## config.mk

```make
export PLATFORM = sky130hd
export DESIGN_NAME = mc_datapath
export DESIGN_NICKNAME = d
export VERILOG_FILES = /design/src/rtl/mc_dp_pkg.sv /design/src/rtl/mc_alu_ctrl.sv /design/src/rtl/mc_alu.sv /design/src/rtl/mc_regfile.sv /design/src/rtl/mc_datapath.sv
export SDC_FILE = /design/constraint.sdc
export NUM_CORES = 2
export LEC_CHECK = 0
export BUFFER_PORTS_ARGS = -buffer_cell sky130_fd_sc_hd__buf_2
export CAP_MARGIN = 15
export CELL_PAD_IN_SITES_DETAIL_PLACEMENT = 1
export CELL_PAD_IN_SITES_GLOBAL_PLACEMENT = 2
export CORE_MARGIN = 4
export CORE_UTILIZATION = 48
export CTS_BUF_LIST = sky130_fd_sc_hd__clkbuf_4 sky130_fd_sc_hd__clkbuf_8
export DETAILED_ROUTE_END_ITERATION = 6
export PLACE_DENSITY = 0.89
export SYNTH_ARGS = -nofsm -noshare
export SYNTH_HDL_FRONTEND = slang
export SYNTH_SLANG_ARGS = --single-unit
```

## constraint.sdc

```tcl
create_clock -name clk -period 10.9 [get_ports clk]
set_clock_uncertainty 0.15 [all_clocks]
set_input_delay 1.09 -clock clk [delete_from_list [all_inputs] [get_ports clk]]
set_output_delay 1.09 -clock clk [all_outputs]
set_load 0.01 [all_outputs]
```

## src/rtl/mc_dp_pkg.sv

```systemverilog
package mc_dp_pkg;

    localparam int unsigned FIELD_W = 5;

    typedef enum logic [1:0] {
        OPB_REG    = 2'b00,
        OPB_FOUR   = 2'b01,
        OPB_IMM    = 2'b10,
        OPB_IMM_SH = 2'b11
    } opb_sel_e;

    typedef enum logic [1:0] {
        PCS_ALU    = 2'b00,
        PCS_TARGET = 2'b01,
        PCS_JUMP   = 2'b10,
        PCS_ALT    = 2'b11
    } pc_src_e;

    typedef enum logic [1:0] {
        AM_ADD   = 2'b00,
        AM_SUB   = 2'b01,
        AM_FUNC  = 2'b10,
        AM_FUNC2 = 2'b11
    } alu_mode_e;

    typedef enum logic [2:0] {
        OP_ADD = 3'd0,
        OP_SUB = 3'd1,
        OP_AND = 3'd2,
        OP_OR  = 3'd3,
        OP_XOR = 3'd4,
        OP_NOR = 3'd5,
        OP_SLT = 3'd6
    } alu_op_e;

    localparam logic [5:0] FN_ADD = 6'h20;
    localparam logic [5:0] FN_SUB = 6'h22;
    localparam logic [5:0] FN_AND = 6'h24;
    localparam logic [5:0] FN_OR  = 6'h25;
    localparam logic [5:0] FN_XOR = 6'h26;
    localparam logic [5:0] FN_NOR = 6'h27;
    localparam logic [5:0] FN_SLT = 6'h2A;

endpackage

```

## src/rtl/mc_alu_ctrl.sv

```systemverilog
module mc_alu_ctrl
    import mc_dp_pkg::*;
(
    input  logic [1:0] mode,
    input  logic [5:0] funct,
    output alu_op_e    op
);

    always_comb begin
        unique case (alu_mode_e'(mode))
            AM_ADD: op = OP_ADD;
            AM_SUB: op = OP_SUB;
            default: begin
                unique case (funct)
                    FN_SUB:  op = OP_SUB;
                    FN_AND:  op = OP_AND;
                    FN_OR:   op = OP_OR;
                    FN_XOR:  op = OP_XOR;
                    FN_NOR:  op = OP_NOR;
                    FN_SLT:  op = OP_SLT;
                    default: op = OP_ADD;
                endcase
            end
        endcase
    end

endmodule

```

## src/rtl/mc_alu.sv

```systemverilog
module mc_alu
    import mc_dp_pkg::*;
#(
    parameter int unsigned XLEN = 32
) (
    input  logic [XLEN-1:0] opa,
    input  logic [XLEN-1:0] opb,
    input  alu_op_e         op,
    output logic [XLEN-1:0] y,
    output logic            is_zero
);

    logic lt_signed;

    always_comb begin
        lt_signed = $signed(opa) < $signed(opb);
        unique case (op)
            OP_SUB:  y = opa - opb;
            OP_AND:  y = opa & opb;
            OP_OR:   y = opa | opb;
            OP_XOR:  y = opa ^ opb;
            OP_NOR:  y = ~(opa | opb);
            OP_SLT:  y = {{(XLEN-1){1'b0}}, lt_signed};
            default: y = opa + opb;
        endcase
        is_zero = (y == '0);
    end

endmodule

```

## src/rtl/mc_regfile.sv

```systemverilog
module mc_regfile
    import mc_dp_pkg::*;
#(
    parameter int unsigned XLEN   = 32,
    parameter int unsigned NREGS  = 32,
    parameter int unsigned NREAD  = 2
) (
    input  logic                          clk,
    input  logic                          rst_n,
    input  logic                          we,
    input  logic [FIELD_W-1:0]            waddr,
    input  logic [XLEN-1:0]               wdata,
    input  logic [NREAD-1:0][FIELD_W-1:0] raddr,
    output logic [NREAD-1:0][XLEN-1:0]    rdata
);

    localparam int unsigned RF_AW = $clog2(NREGS);

    logic [XLEN-1:0] regs_q [NREGS];
    logic [XLEN-1:0] regs_d [NREGS];

    always_comb begin
        regs_d = regs_q;
        if (we && (waddr[RF_AW-1:0] != '0)) begin
            regs_d[waddr[RF_AW-1:0]] = wdata;
        end
        regs_d[0] = '0;
    end

    always_ff @(posedge clk or negedge rst_n) begin
        if (!rst_n) begin
            regs_q <= '{default: '0};
        end else begin
            regs_q <= regs_d;
        end
    end

    for (genvar p = 0; p < NREAD; p++) begin : g_rd
        assign rdata[p] = (raddr[p][RF_AW-1:0] == '0) ? '0 : regs_q[raddr[p][RF_AW-1:0]];
    end

endmodule

```

## src/rtl/mc_datapath.sv

```systemverilog
module mc_datapath
    import mc_dp_pkg::*;
#(
    parameter int unsigned XLEN  = 32,
    parameter int unsigned NREGS = 32
) (
    input  logic            clk,
    input  logic            rst_n,
    input  logic            pc_we,
    input  logic            pc_we_cond,
    input  logic            ir_we,
    input  logic            addr_sel,
    input  logic            mem_rd,
    input  logic            mem_wr,
    input  logic            wb_sel,
    input  logic            dst_sel,
    input  logic            rf_we,
    input  logic            opa_sel,
    input  logic [1:0]      opb_sel,
    input  logic [1:0]      alu_mode,
    input  logic [1:0]      pc_src,
    input  logic [XLEN-1:0] mem_rdata,
    output logic [XLEN-1:0] mem_addr,
    output logic [XLEN-1:0] mem_wdata,
    output logic            mem_re,
    output logic            mem_we,
    output logic [5:0]      opcode,
    output logic            zero
);

    localparam int unsigned IMM_W    = 16;
    localparam int unsigned TGT_W    = 26;
    localparam int unsigned PC_KEEP  = XLEN - TGT_W - 2;

    typedef struct packed {
        logic [XLEN-1:0] pc;
        logic [XLEN-1:0] ir;
        logic [XLEN-1:0] mdr;
        logic [XLEN-1:0] a;
        logic [XLEN-1:0] b;
        logic [XLEN-1:0] alu_out;
    } dp_state_t;

    dp_state_t state_d, state_q;

    logic [XLEN-1:0] pc_q, ir_q, mdr_q, a_q, b_q, alu_out_q;
    logic [XLEN-1:0] opa_val, opb_val, imm_sx, imm_sh, jump_addr, pc_next;
    logic [XLEN-1:0] alu_y, rf_wdata;
    logic            alu_zero, pc_load;
    logic [FIELD_W-1:0] rs_f, rt_f, rd_f, rf_waddr;
    logic [1:0][FIELD_W-1:0] rf_raddr;
    logic [1:0][XLEN-1:0]    rf_rdata;
    alu_op_e         alu_op;

    assign pc_q      = state_q.pc;
    assign ir_q      = state_q.ir;
    assign mdr_q     = state_q.mdr;
    assign a_q       = state_q.a;
    assign b_q       = state_q.b;
    assign alu_out_q = state_q.alu_out;

    assign rs_f = ir_q[25:21];
    assign rt_f = ir_q[20:16];
    assign rd_f = ir_q[15:11];

    // Operand steering and address forms
    always_comb begin
        imm_sx    = {{(XLEN-IMM_W){ir_q[IMM_W-1]}}, ir_q[IMM_W-1:0]};
        imm_sh    = {imm_sx[XLEN-3:0], 2'b00};
        jump_addr = {pc_q[XLEN-1:XLEN-PC_KEEP], ir_q[TGT_W-1:0], 2'b00};
        opa_val   = opa_sel ? a_q : pc_q;
        unique case (opb_sel_e'(opb_sel))
            OPB_REG:    opb_val = b_q;
            OPB_FOUR:   opb_val = XLEN'(4);
            OPB_IMM:    opb_val = imm_sx;
            default:    opb_val = imm_sh;
        endcase
    end

    mc_alu_ctrl u_alu_ctrl (
        .mode  (alu_mode),
        .funct (ir_q[5:0]),
        .op    (alu_op)
    );

    mc_alu #(.XLEN(XLEN)) u_alu (
        .opa     (opa_val),
        .opb     (opb_val),
        .op      (alu_op),
        .y       (alu_y),
        .is_zero (alu_zero)
    );

    // Register file write steering
    always_comb begin
        rf_waddr    = dst_sel ? rd_f : rt_f;
        rf_wdata    = wb_sel ? mdr_q : alu_out_q;
        rf_raddr[0] = rs_f;
        rf_raddr[1] = rt_f;
    end

    mc_regfile #(.XLEN(XLEN), .NREGS(NREGS), .NREAD(2)) u_rf (
        .clk   (clk),
        .rst_n (rst_n),
        .we    (rf_we),
        .waddr (rf_waddr),
        .wdata (rf_wdata),
        .raddr (rf_raddr),
        .rdata (rf_rdata)
    );

    // Next-state computation
    always_comb begin
        unique case (pc_src_e'(pc_src))
            PCS_TARGET: pc_next = alu_out_q;
            PCS_JUMP:   pc_next = jump_addr;
            default:    pc_next = alu_y;
        endcase
        pc_load = pc_we | (pc_we_cond & alu_zero);

        state_d         = state_q;
        state_d.pc      = pc_load ? pc_next : pc_q;
        state_d.ir      = ir_we ? mem_rdata : ir_q;
        state_d.mdr     = mem_rdata;
        state_d.a       = rf_rdata[0];
        state_d.b       = rf_rdata[1];
        state_d.alu_out = alu_y;
    end

    always_ff @(posedge clk or negedge rst_n) begin
        if (!rst_n) begin
            state_q <= '0;
        end else begin
            state_q <= state_d;
        end
    end

    assign mem_addr  = addr_sel ? alu_out_q : pc_q;
    assign mem_wdata = b_q;
    assign mem_re    = mem_rd;
    assign mem_we    = mem_wr;
    assign opcode    = ir_q[XLEN-1:XLEN-6];
    assign zero      = alu_zero;

endmodule

```

# Yosys cells after proc, flatten, opt, wreduce, memory -nomap -nowiden
# Index checks and enable logic that the tools add are counted.
dict set report totals {
  reg_bits 1184
  inputBits 50
  out_inout_bits 73
  word_cells 101
}
dict set report classes {
  add_sub_neg 2
  n_lt_le_gt_ge 5
  eq_ne 17
  muxes 20
  n_bitwise 10
  n_reduce_logical 9
}
# operator n
set ops {}
lappend ops {{1024-bit bitwise mux} 1}
lappend ops {{32-bit binary-select mux with 5-bit select} 2}
lappend ops {{32-bit two-way mux} 10}
lappend ops {{32-bit one-hot mux with 6 select lines} 1}
lappend ops {{32-bit demux with 5-bit select} 1}
lappend ops {{32-bit one-hot mux with 3 select lines} 1}
lappend ops {{32-bit one-hot mux with 2 select lines} 1}
lappend ops {{6-bit == test, second input constant} 6}
lappend ops {{32-bit adder} 1}
lappend ops {{32-bit bitwise AND} 1}
lappend ops {{32-bit zero test} 1}
lappend ops {{32-bit < comparator} 1}
lappend ops {{32-bit NOT} 1}
lappend ops {{32-bit bitwise OR} 1}
lappend ops {{32-bit subtractor} 1}
lappend ops {{32-bit bitwise XOR} 1}
lappend ops {{6-bit greater-or-equal comparator, second input constant} 3}
lappend ops {{5-bit NOT with 6-bit output} 3}
lappend ops {{3-bit one-hot mux with 6 select lines} 1}
lappend ops {{5-bit zero test} 2}
lappend ops {{3-bit == test, second input constant} 3}
lappend ops {{2-bit by 1-bit == test with 1-bit output, second input constant} 3}
lappend ops {{3-bit by 2-bit == test with 1-bit output, second input constant} 2}
lappend ops {{6-bit by 1-bit < comparator with 1-bit output, second input constant} 1}
lappend ops {{other kinds (11)} 14}

# Logic depth before layout (Yosys ltp)
dict set report logic_depth {
  ltp_word 9
  depth_mapped 22
  ltp_nobuf 18
}

# Modules after synthesis
# From an unflattened synthesis, not the netlist that was laid out.
dict set report unflattened {
  hier_cells 5269
  area_unflattened_um2 67733.7
}
# module instances cells_per_inst area_per_inst_um2 seq_area_each_um2
set by_module_without_submodules {}
lappend by_module_without_submodules {mc_regfile 1 3763 53583.9 24823.8}
lappend by_module_without_submodules {mc_datapath 1 561 8092.8 4804.6}
lappend by_module_without_submodules {mc_alu 1 933 5969.5 0.0}
lappend by_module_without_submodules {mc_alu_ctrl 1 12 87.6 0.0}

# Worst setup path before layout
# OpenSTA, ideal clock, no wires.
dict set report synth_path {
  path_kind {input to output}
  start {input opa_sel}
  end {output zero}
  arrival_time_ns 5.369
  required_ns 9.660
  slack_ns 4.291
  cell_stages 18
  path_buffers 2
  cell_sequence {clkbuf_1 -> clkbuf_1 -> mux2_2 -> inv_1 -> ha_1 -> inv_1 -> fa_1 -> nor2b_1 -> o311ai_2 -> a21oi_1 -> o211ai_1 -> a2111oi_1 -> o311a_1 -> or4_1 -> a2111oi_0 -> nand2_1 -> nor2_1 -> and4_1}
}
dict set report synth_between {
  elab_chain_cells 5
  word_cells_on_any_way 10
  cone_classes {add/sub (2); order compare (1); mux (2); bitwise (4); reduce/logical (1)}
}
# item line_no
set synth_lines {}
lappend synth_lines {{start, declared} mc_datapath.sv:18} ;# input logic opa_sel,
lappend synth_lines {{32-bit two-way mux *} mc_datapath.sv:71} ;# opa_val = opa_sel ? a_q : pc_q;
lappend synth_lines {{branches (longest 2 deep; another with 32-bit adder)} n/a}
lappend synth_lines {{32-bit one-hot mux with 6 select lines *} mc_alu.sv:17} ;# unique case (op)
lappend synth_lines {{via alu_y[30]} mc_datapath.sv:48} ;# logic [XLEN-1:0] alu_y, rf_wdata;
lappend synth_lines {{32-bit zero test *} mc_alu.sv:26} ;# is_zero = (y == '0);
lappend synth_lines {{end, declared} mc_datapath.sv:28} ;# output logic zero
# Mark *: on every way through the listed nets, which the timed path passes.

# Worst setup path in the final report
dict set report layout_path {
  start {register state_q (netlist bit ir_q[0])}
  end {output zero}
}
dict set report layout_between {
  elab_chain_cells 6
  word_cells_on_any_way 24
  cone_classes {add/sub (2); order compare (1); eq/ne (12); mux (4); bitwise (4); reduce/logical (1)}
}
# item line_no
set layout_lines {}
lappend layout_lines {{start, declared} mc_datapath.sv:44} ;# dp_state_t state_d, state_q;
lappend layout_lines {{start signal, assigned} mc_datapath.sv:134} ;# state_q <= state_d;
lappend layout_lines {{branches (longest 4 deep; another with 32-bit adder)} n/a}
lappend layout_lines {{32-bit one-hot mux with 6 select lines *} mc_alu.sv:17}
lappend layout_lines {{via alu_y[30]} mc_datapath.sv:48}
lappend layout_lines {{32-bit zero test *} mc_alu.sv:26}
# Marks and branches as above.

==> impl_metrics.json <==
{
  "status": "finished, violations left",
  "failed_checks": "DRC",
  "p_per_area_nw_per_um2": 297,
  "htreeDepth": 4,
  "ctsHoldBuffers": 0,
  "drtPass1Iterations": 7,
  "yosys.cell_count.top_type": "nor2_1",
  "rrSetupSlack_ps": 3970,
  "cts.sinks": 1184,
  "die-height_um": 377,
  "grt.total_usage": 0.359,
  "nets": 6066,
  "synth_area_sq_um": 65300,
  "min_path_type": "input port to asynchronous set/reset pin",
  "hold_viol_final": 0,
  "maxCapViolCount": 0,
  "async_flop_share": 1.00,
  "totalWireLength_um": 255000,
  "min_period_ps": 8080,
  "postCtsSetupBuffers": 0,
  "p_total_w": 0.0214,
  "vias_per_cell": 6.73,
  "vias": 53000,
  "yosysWarningCount": 0,
  "yosys.area.top_type": "dfrtp_1",
  "grt_pass1_wl_um": 377000,
  "max_freq_mhz": 124,
  "slew_violations": 0,
  "antenna_found_initial": 14,
  "post_cts_resized": 0,
  "core_sq_um": 135000,
  "synth_edf_count": 0,
  "synth_seq_cells": 1184,
  "die_area_sq_um": 142000,
  "syn_to_final_growth_pct": 10.5,
  "required_ps": 9660,
  "cts_buffers": 200,
  "post_drt_wl_per_cell_um": 32.4,
  "chipWidth_um": 377,
  "cts_tree": "done",
  "cts_root_buf": "clkbuf_8",
  "overflow": 0,
  "synth_cell_types": 92,
  "grt_start_max_net_pins": 185,
  "setup_tns_ps": 0,
  "grt_pass1_vias": 55800,
  "clk_pin_slew_ps": 60,
  "clock_latency_ps": 980,
  "drive_gt1_frac": 0.249,
  "crit_type": "flop to primary output",
  "cp_max_fo": 41,
  "ant_nets": 0,
  "period_share": 0.742,
  "portBuffers": 118,
  "arrival_ps": 6840,
  "cp-start-kind": "flop",
  "yosys.area.top_type_share": 0.454,
  "peakVddDrop_uv": 112,
  "gp_congestion": 0.965,
  "synthFlopType": "dfrtp_1",
  "row_count": 135,
  "end_kind": "primary output",
  "io_pins": 123,
  "clk_path_buf_depth": 3,
  "drc": 1,
  "worst_pin_slew_ps": 1220,
  "hpwl_um": 158000,
  "slew_headroom": 0.170,
  "synth_seq_area_share": 0.454,
  "initial_core_util": 0.482,
  "syn_avg_cell_area_sq_um": 10.8,
  "yosys-top-cells-area": "dfrtp_1 45%, mux4_2 20%, a21oi_1 8.2%, nor2_1 7.0%, mux2_2 3.2%",
  "leakage_nw": 30.1,
  "syn-instance-count": 6022,
  "grt_setup_unrepaired": "false",
  "synthTopCellsByCount": "1225 x nor2_1, 1184 x dfrtp_1, 1074 x a21oi_1",
  "synth_nets": 6172,
  "drt_iter0_drc": 5926,
  "setup_viol": 0
}
-- final cells by class --
type	count	area, sq um
diodes	4	10.0
clock buffers	327	4100
clock inverters	40	463
fillers	14300	63200
inverters	120	450
multi-input cells	4157	33500
flip-flops and latches	1184	29700
well taps	1781	2230
repair buffers	253	1750
-- power breakdown --
| part | internal (W) | switching, W | total (W) |
|---|---|---|---|
| clock network | 0.00252 | 0.00199 | 0.00451 |
| registers | 0.00642 | 0.00190 | 0.00832 |
| logic | 0.00406 | 0.00452 | 0.00857 |
| total | 0.0130 | 0.00841 | 0.0214 |
-- sequential cells by signal (all words and copies together) (netlist names) --
name / cells
u_rf.regs_q: 992
a_q: 32
alu_out_q: 32
ir_q: 32
mdr_q: 32
mem_wdata: 32
pc_q: 32
-- per-layer routing --
layer  track usage  share of wire  routed length [um]
met5             0        0.00013                  34
met4         0.158          0.047               11900
met2         0.562           0.47              119000
met3        0.0810          0.089               22800
met1         0.485           0.40              101000
-- final timing paths --
path	start	to	cells after the start
hold reg to reg	u_rf.regs_q[27]	u_rf.regs_q[27]	2
setup reg to reg	ir_q[0]	pc_q[3]	19
max in group asynchronous	rst_n	u_rf.regs_q[42]	3
hold / removal	rst_n	u_rf.regs_q[94]	1
min in group clk	mem_rdata[31]	mdr_q[31]	1
setup / recovery	ir_q[0]	zero	19
-- worst max-delay path: stages (launching register included) --
cell	delay, ps
dfrtp_1	320
buf_4	550
mux2i_1	140
or2_2	320
inv_1	90
ha_1	160
inv_1	60
fa_1	460
nor2b_1	180
o311ai_2	560
a21oi_1	270
o211ai_1	440
a2111oi_1	210
o311a_1	330
or4_1	620
a2111oi_0	450
nand2_1	190
nor2_1	110
and4_1	280
buf_2	160
-- cell families after synthesis --
group | Yosys count | synth area share
simple gates | 1636 | 0.102
flops | 1184 | 0.454
xor+xnor | 19 | 0.00255
buf+inv | 681 | 0.0404
mux | 844 | 0.245
compound gates | 1558 | 0.136
fa+ha+maj | 100 | 0.0194
-- per-stage QoR --
stage | instance area [sq um] | hold WS, ps | setup WS, ps | util | cells
final | 72100 | 10.6 | 2820 | 0.533 | 7866
after global routing | 72100 | 66.5 | 2600 | 0.533 | 7864
after CTS | 72000 | 5.44 | 2850 | 0.533 | 7859
after detailed placement | 67500 | 341 | 3090 | 0.499 | 7492
after global placement | 67500 | 323 | 3010 | 0.499 | 7492
after floorplan | 65300 | 311 | 4290 | - | 6022
-- placed cells by master, fill, tap and decap left out, types with 14 or more instances in the layout --
cell type / Yosys / layout
clkinv_2: 0 / 18
o211ai_1: 20 / 20
o21ai_0: 157 / 157
nor2b_1: 26 / 25
nor3_1: 26 / 26
a31oi_1: 20 / 16
mux2i_2: 0 / 25
a21oi_1: 1074 / 1074
clkbuf_8: 0 / 263
buf_4: 10 / 126
mux2_4: 20 / 20
nor4_1: 19 / 19
inv_1: 117 / 117
ha_1: 98 / 97
mux2_2: 183 / 183
a211oi_1: 15 / 15
mux4_2: 576 / 576
nand3_1: 28 / 28
nor2_4: 0 / 31
clkbuf_4: 0 / 64
nor2_1: 1225 / 1193
mux2i_1: 65 / 33
dfrtp_1: 1184 / 1173
a21o_1: 25 / 25
nand2_1: 207 / 207
and2_1: 14 / 14
a22o_1: 58 / 58
o31ai_1: 16 / 16
a221oi_1: 35 / 35
buf_2: 11 / 116
No activity file was read; power rests on OpenSTA's default activity.
